===== src/rtl/resv_pkg.sv =====
package resv_pkg;
  typedef enum logic [1:0] {
    OP_LOAD  = 2'd0,
    OP_LOCK  = 2'd1,
    OP_STORE = 2'd2,
    OP_COND  = 2'd3
  } reqOp_e;

  typedef struct packed {
    logic arm;    // take or replace a reservation
    logic sweep;  // completed store: cancel touched reservations
    logic probe;  // store-conditional: evaluate permission
  } strobe_t;
endpackage


===== src/rtl/resv_ctrl.sv =====
module resv_ctrl
  import resv_pkg::*;
#(
  parameter int RESULT_W = 64
) (
  input  logic                clk,
  input  logic                rstN,
  input  logic                reqValid,
  input  logic [1:0]          reqOp,
  input  logic                ownHit,
  output strobe_t             strobe,
  output logic                scAllow,
  output logic [RESULT_W-1:0] scStatus
);
  always_comb begin
    strobe = '0;
    if (reqValid) begin
      case (reqOp)
        OP_LOCK:  strobe.arm = 1'b1;
        OP_STORE: strobe.sweep = 1'b1;
        OP_COND: begin
          strobe.sweep = 1'b1;
          strobe.probe = 1'b1;
        end
        default: ;
      endcase
    end
  end

  assign scAllow  = strobe.probe && ownHit;
  assign scStatus = {{(RESULT_W-1){1'b0}}, scAllow};


  cond_only_chk: assert property (@(posedge clk) disable iff (!rstN)
    scAllow |-> (reqValid && reqOp == OP_COND));
endmodule


===== src/rtl/resv_datapath.sv =====
module resv_datapath
  import resv_pkg::*;
#(
  parameter int NUM_CPU    = 4,
  parameter int ADDR_W     = 32,
  parameter int LINE_BYTES = 64,
  localparam int CPU_W     = (NUM_CPU > 1) ? $clog2(NUM_CPU) : 1,
  localparam int CNT_W     = $clog2(NUM_CPU + 1)
) (
  input  logic              clk,
  input  logic              rstN,
  input  strobe_t           strobe,
  input  logic [CPU_W-1:0]  reqCpu,
  input  logic [ADDR_W-1:0] reqAddr,
  input  logic [CPU_W-1:0]  dbgCpu,
  output logic              ownHit,
  output logic [CNT_W-1:0]  liveCount,
  output logic [ADDR_W-1:0] dbgLine
);
  localparam logic [ADDR_W-1:0] LINE_MASK = ~(ADDR_W'(LINE_BYTES - 1));

  logic [ADDR_W-1:0] aligned;
  logic [NUM_CPU-1:0] flags;
  logic [ADDR_W-1:0] lines [NUM_CPU];
  logic [NUM_CPU-1:0] lineEq, isSelf, drop, armSel;
  logic anyLive, growth;
  logic [CNT_W-1:0] dropCnt, setCnt, countNext;

  assign aligned = reqAddr & LINE_MASK;
  assign anyLive = (liveCount != '0);

  for (genvar g = 0; g < NUM_CPU; g++) begin : gSlot
    assign lineEq[g] = (lines[g] == aligned);
    assign isSelf[g] = (reqCpu == CPU_W'(g));
    assign armSel[g] = strobe.arm && isSelf[g];
    assign drop[g]   = strobe.sweep && anyLive && flags[g] && (isSelf[g] || lineEq[g]);

    always_ff @(posedge clk) begin
      if (!rstN) begin
        flags[g] <= 1'b0;
        lines[g] <= '0;
      end else if (armSel[g]) begin
        flags[g] <= 1'b1;
        lines[g] <= aligned;
      end else if (drop[g]) begin
        flags[g] <= 1'b0;
        lines[g] <= '0;
      end
    end
  end

  assign ownHit = flags[reqCpu] && lineEq[reqCpu];
  assign growth = strobe.arm && !flags[reqCpu];

  always_comb begin
    dropCnt = '0;
    setCnt  = '0;
    for (int k = 0; k < NUM_CPU; k++) begin
      dropCnt = dropCnt + CNT_W'(drop[k]);
      setCnt  = setCnt + CNT_W'(flags[k]);
    end
  end

  assign countNext = liveCount + CNT_W'(growth) - dropCnt;

  always_ff @(posedge clk) begin
    if (!rstN) liveCount <= '0;
    else       liveCount <= countNext;
  end

  assign dbgLine = flags[dbgCpu] ? lines[dbgCpu] : '0;


  no_underflow_chk: assert property (@(posedge clk) disable iff (!rstN)
    dropCnt <= liveCount);

  count_match_chk: assert property (@(posedge clk) disable iff (!rstN)
    liveCount == setCnt);

  lock_record_chk: assert property (@(posedge clk) disable iff (!rstN)
    strobe.arm |=> (flags[$past(reqCpu)] && lines[$past(reqCpu)] == $past(aligned)));

  relock_count_chk: assert property (@(posedge clk) disable iff (!rstN)
    (strobe.arm && flags[reqCpu]) |=> (liveCount == $past(liveCount)));

  own_clear_chk: assert property (@(posedge clk) disable iff (!rstN)
    strobe.sweep |=> !flags[$past(reqCpu)]);
endmodule


===== src/rtl/resv_monitor.sv =====
module resv_monitor
  import resv_pkg::*;
#(
  parameter int NUM_CPU    = 4,
  parameter int ADDR_W     = 32,
  parameter int LINE_BYTES = 64,
  parameter int RESULT_W   = 64,
  localparam int CPU_W     = (NUM_CPU > 1) ? $clog2(NUM_CPU) : 1,
  localparam int CNT_W     = $clog2(NUM_CPU + 1)
) (
  input  logic                clk,
  input  logic                rstN,
  input  logic                reqValid,
  input  logic [CPU_W-1:0]    reqCpu,
  input  logic [1:0]          reqOp,
  input  logic [ADDR_W-1:0]   reqAddr,
  input  logic [CPU_W-1:0]    dbgCpu,
  output logic                scAllow,
  output logic [RESULT_W-1:0] scStatus,
  output logic [CNT_W-1:0]    liveCount,
  output logic [ADDR_W-1:0]   dbgLine
);
  strobe_t strobe;
  logic ownHit;

  resv_ctrl #(.RESULT_W(RESULT_W)) uCtrl (
    .clk(clk), .rstN(rstN), .reqValid(reqValid), .reqOp(reqOp),
    .ownHit(ownHit), .strobe(strobe), .scAllow(scAllow), .scStatus(scStatus)
  );

  resv_datapath #(.NUM_CPU(NUM_CPU), .ADDR_W(ADDR_W), .LINE_BYTES(LINE_BYTES)) uData (
    .clk(clk), .rstN(rstN), .strobe(strobe), .reqCpu(reqCpu), .reqAddr(reqAddr),
    .dbgCpu(dbgCpu), .ownHit(ownHit), .liveCount(liveCount), .dbgLine(dbgLine)
  );
endmodule


===== config.mk =====
export PLATFORM = sky130hd
export DESIGN_NAME = resv_monitor
export DESIGN_NICKNAME = d
export VERILOG_FILES = /design/src/rtl/resv_pkg.sv /design/src/rtl/resv_ctrl.sv /design/src/rtl/resv_datapath.sv /design/src/rtl/resv_monitor.sv
export SDC_FILE = /design/constraint.sdc
export NUM_CORES = 1
export LEC_CHECK = 0
export BUFFER_PORTS_ARGS = -buffer_cell sky130_fd_sc_hd__buf_2
export CORE_ASPECT_RATIO = 0.7
export CORE_MARGIN = 8
export CORE_UTILIZATION = 60
export CTS_CLUSTER_SIZE = 20
export DETAILED_ROUTE_END_ITERATION = 12
export HOLD_SLACK_MARGIN = 0.12
export PLACE_DENSITY_LB_ADDON = 0.2
export SETUP_SLACK_MARGIN = 0.05
export SYNTH_ARGS = -nofsm -noshare
export SYNTH_HDL_FRONTEND = slang
export SYNTH_SLANG_ARGS = --single-unit

===== constraint.sdc =====
create_clock -name clk -period 11.55 [get_ports clk]
set_input_delay 1.155 -clock clk [delete_from_list [all_inputs] [get_ports clk]]
set_output_delay 1.155 -clock clk [all_outputs]
set_load 0.05 [all_outputs]

### After elaboration in Yosys (flattened, before gate mapping)

Memory sizes are Yosys's and may differ from the RTL's.
Cells that the tools add are included.

| cells by class | value |
|---|---|
| bitwise operators | 8 |
| $lt $le $gt $ge | 2 |
| multiplexer cells | 56 |
| equality and inequality tests | 10 |
| add/sub/neg operators | 5 |
| reduce and logical (&&, ||, !) cells | 28 |

Operators with widths:

| kind | count |
|---|---|
| 26-bit 2-to-1 mux | 8 |
| 32-bit == test | 4 |
| 1-bit 2-to-1 mux | 43 |
| 32-bit 2-to-1 mux | 1 |
| 1-bit logical AND | 16 |
| 3-bit by 1-bit adder with 3-bit output | 3 |
| 2-bit == test (second input constant) | 4 |
| 1-bit bitwise OR | 8 |
| 2-bit nonzero test | 4 |
| 1-bit binary-select mux with 2-bit select | 3 |
| 2-bit by 3-bit < comparator with 1-bit output (second input constant) | 2 |
| 2-bit by 1-bit == test with 1-bit output (second input constant) | 2 |
| 1-bit logical OR | 4 |
| 3-bit 2-to-1 mux | 1 |
| 3-bit nonzero test | 1 |
| 3-bit subtractor | 1 |
| 1-bit by 1-bit adder with 2-bit output | 1 |
| 2-bit zero test | 1 |
| 2-bit OR reduction | 1 |
| 1-bit zero test | 1 |

| word-level totals | value |
|---|---|
| output and inout port bits | 100 |
| logic and storage cells | 115 |
| bits in writable memories | 104 |
| memories kept | 1 |
| bits in registers | 7 |

Memories:

| memory | words | bits a word | rd ports | clocked after memory_dff | wr ports | line | source |
|---|---|---|---|---|---|---|---|
| uData.lines | 4 | 26 | 5 | 0 | 4 | resv_datapath.sv:24 | `logic [ADDR_W-1:0] lines [NUM_CPU];` |

### Depth between registers and ports, before layout

| depth | value |
|---|---|
| depth after elaboration | 12 |
| mapped depth | 15 |
| depth with buffers taken out | 14 |

### Hierarchy

Synthesis repeated with hierarchy kept, for this count alone.

| second synthesis, totals | value |
|---|---|
| cells, all modules | 601 |
| area total of the unflattened synthesis | 7274.5 um^2 |

Modules (own cells, without submodules):

| module | seq. area each (um^2) | cells each | area an instance (um^2) | times used |
|---|---|---|---|---|
| resv_datapath | 3263.1 | 532 | 6757.7 | 1 |
| resv_ctrl | 0.0 | 69 | 516.7 | 1 |

### Worst setup path before layout

Ideal clock, no wire load.

| timing path | value |
|---|---|
| kind | input-to-reg |
| from | input port reqAddr[9] |
| to | memory uData.lines[2][0] (netlist name), enable pin |
| path slack | 7066 ps |
| setup time | 445 ps |
| cell stages on the path | 6 |
| arrival time | 4039 ps |
| cells stage by stage | clkbuf_1 -> xnor2_1 -> nand4_1 -> nor4_1 -> a21oi_1 -> o21ai_0 |

RTL lines:

| element | line | source |
|---|---|---|
| from (decl) | resv_monitor.sv:16 | `input logic [ADDR_W-1:0] reqAddr,` |
| to (decl) | resv_datapath.sv:24 |  |

### Worst setup path after layout

| timing path | value |
|---|---|
| from | input port reqAddr[22] |
| to | register uData.liveCount[2] |

| on the way | value |
|---|---|
| word-level cells in the longest chain between the ends | 7 |

Ends and longest elaborated chain:

| element | line | source |
|---|---|---|
| 32-bit == test | resv_datapath.sv:33 | `assign lineEq[g] = (lines[g] == aligned);` |
| 1-bit logical OR | resv_datapath.sv:36 | `assign drop[g] = strobe.sweep && anyLive && flags[g] && (isSelf[g] \|\| lineEq[g]);` |
| 1-bit logical AND | resv_datapath.sv:36 |  |
| 1-bit by 1-bit adder with 2-bit output | resv_datapath.sv:59 | `dropCnt = dropCnt + CNT_W'(drop[k]);` |
| 3-bit by 1-bit adder with 3-bit output | resv_datapath.sv:59 |  |
| 3-bit by 1-bit adder with 3-bit output * | resv_datapath.sv:59 |  |
| 3-bit subtractor * | resv_datapath.sv:64 | `assign countNext = liveCount + CNT_W'(growth) - dropCnt;` |
| to (signal assigned) | resv_datapath.sv:68 | `else liveCount <= countNext;` |
| to (decl) | resv_datapath.sv:17 | `output logic [CNT_W-1:0] liveCount,` |

Mark *: on every way between the ends. The rest lies on a longest branch, timed or not.
A chain may end at the register's enable or synchronous reset.

==> flow_summary.toml <==
[run_status]
status = "finished clean"

[sta]
rsz0062_at_grt = "no"
tightest_slew_ns = 1.12
final-setup-viol-count = 0
slew_headroom_pct = 25.3
period_needed_ns = 4.93
period_share_pct = 42.7
finalMaxSlewViolations = 0
hold_violations = 0
fin_ws_ns = 6.62
whs_ns = 0.565
skew_ns = 0.00884
setup-tns-final_ns = 0
fmax_ghz = 0.203

[detailed_routing]
drc_errors = 0
first_iter_violations = 457
vias = 4434
drt_first_pass_iters = 5
routed_wl_um = 17400
via_per_inst = 5.55
wl_per_cell_um = 21.8
ant_nets = 0

[logic_synthesis]
synth_area_mm2 = 0.00715
synth_ff_type = "edfxtp_1"
synth_edf_count = 104
yosysTopAreaCellShare_pct = 43.7
ys_top_cells_by_area = "edfxtp_1, mux4_2, and2_1"
post-synth-top-count-cell = "edfxtp_1"
synth_area_per_cell_um2 = 11.9
synthCells = 601
ys_warn_count = 0
synth.ff_latch_count = 111
async_flop_share_pct = 0
synth-seq-area-share_pct = 45.7
yosysTopAreaCell = "edfxtp_1"
synth.distinct_cells = 46
synth_common_cells = "edfxtp_1, and2_1, buf_4, xor2_1, xnor2_1"

[clocking]
numClockSinks = 111
htree_num_levels = 3
cts_tree = "done"
holdBufCountCts = 0
numCtsBuffers = 9
worstSkewPairLatency_ns = 0.35
path_clk_slew_ns = 0.07
cts_root_buffer = "clkbuf_16"
ctsResizeCount = 0
clockBufferDepth = 2
post_cts_buffers = 0

[critical_path]
cp.arrival_ns = 5.18
cp-end-kind = "register"
path_max_fanout = 8
crit_path_start_kind = "primary input"
cp.required_ns = 11.80
crit_type = "primary input to register"

[grt]
overflow = 0
grt_start_max_net_pins = 29
antenna_found_initial = 0
grt_pass1_vias = 4477
grt_use_total_pct = 22.4
grt_pass1_wl_um = 26700

[placement]
port_buffers = 65
post-place-ws_ns = 6.33
dp_hpwl_um = 12600
place.gp.congestion = 0.866

[die]
die_h_um = 107
die_area_mm2 = 0.0157
row_count = 33
num_io_pins = 141
start_util_pct = 61.2
coreArea_mm2 = 0.0117
die_w_um = 146

[final_layout]
fillCellCount = 940
antenna_cells = 0
drive_gt1_share_pct = 20.1
fin_nets = 686
multi_input_area_mm2 = 0.00335
regArea_mm2 = 0.00326
synthToLayoutAreaGrowth_pct = 5.16

[pwr]
vdd.ir_drop.worst_uv = 83.7
powerDensity_mw_per_mm2 = 130
p_leak_nw = 2.98

[run]
cap_viol_max_count = 0

[min_path]
min_path_type = "register to register"
report_power, final:
part	internal (W)	leakage [nW]	switching [W]
Sequential	0.000462	1.05	0.0000162
Clock	0.000165	0.143	0.000141
Combinational	0.0000541	1.78	0.000141
Total	0.000681	2.98	0.000298
routing by layer:
layer	vias to the layer above	wire length (µm)	GRT usage (%)	share of wire (%)
met3	15	1460	6.59	8.3
met4	0	191	5.20	1.1
li1	2009	-	-	-
met1	2216	7810	31.2	45
met5	-	0	0	0
met2	194	7980	34.1	46
cells in the final DEF (no fill, tap or decap), types with 8 or more instances in the layout:
| cell | n |
|---|---|
| a21oi_1 | 10 |
| and2_1 | 95 |
| and2b_1 | 14 |
| buf_2 | 65 |
| buf_4 | 8 |
| clkbuf_16 | 9 |
| conb_1 | 69 |
| edfxtp_1 | 104 |
| inv_1 | 8 |
| mux4_2 | 27 |
| nand2_1 | 9 |
| nand4_1 | 12 |
| nor2b_1 | 13 |
| nor4_1 | 17 |
| xnor2_1 | 43 |
| xor2_1 | 61 |
path summary, 6_finish.rpt:
check	startpoint	to	slack, ns	depth (start not counted)
worst min-delay path	uData.flags[0]$_SDFFE_PN0P_	uData.flags[0]$_SDFFE_PN0P_	0.56	2
worst min register to register	uData.flags[0]$_SDFFE_PN0P_	uData.flags[0]$_SDFFE_PN0P_	0.56	2
worst max register to register	uData.lines[1][16]$_SDFFCE_PP0P_	uData.liveCount[2]$_SDFF_PN0_	7.17	14
worst max-delay path	reqAddr[22]	uData.liveCount[2]$_SDFF_PN0_	6.62	15
flip-flops by register name (all words and copies together) (netlist names):
name and flops:
uData.lines 104, uData.liveCount 3, uData.flags 4
cells by family (layout without fill, tap and decap cells):
kind of cell | count (synthesis) | after routing | synth area share, %
other cells | 1 | 69 | 0.0525
buf+inv | 124 | 97 | 11.3
flops | 111 | 111 | 45.7
mux | 29 | 29 | 8.80
simple gates | 197 | 197 | 16.9
xor+xnor | 105 | 105 | 13.0
compound gates | 26 | 26 | 2.57
fa+ha+maj | 8 | 8 | 1.72
critical path, cell delays in order:
cell     delay, ns
buf_2         0.16
xor2_1        0.23
nor4_1        0.55
nand4_1       0.37
o31ai_1       0.41
nand3_1       0.18
fa_1          0.56
inv_1         0.05
fa_1          0.38
fa_1          0.51
inv_1         0.04
ha_1          0.17
xor2_1        0.15
xnor2_1       0.12
and2_1        0.15
per-stage QoR:
step	power [W]	utilization, %	area [µm²]	cells
6_report	0.000979	64.3	7520	799
5_1_grt	0.00101	64.3	7520	799
4_1_cts	0.000980	64.3	7520	799
3_5_place_dp	0.000680	61.9	7230	783
3_3_place_gp	0.000677	61.9	7230	783
2_1_floorplan	0.000655	-	7400	669
area by class of cell:
class                   count  share of cell area [%]
clock buffers              14                    3.65
clock inverters             2                   0.183
inverters                   8                   0.399
multi-input cells         434                    44.6
flip-flops and latches    111                    43.4
well taps                 157                    2.61
repair buffers             73                    5.13
Note: power is estimated with default switching activity, not from simulation.
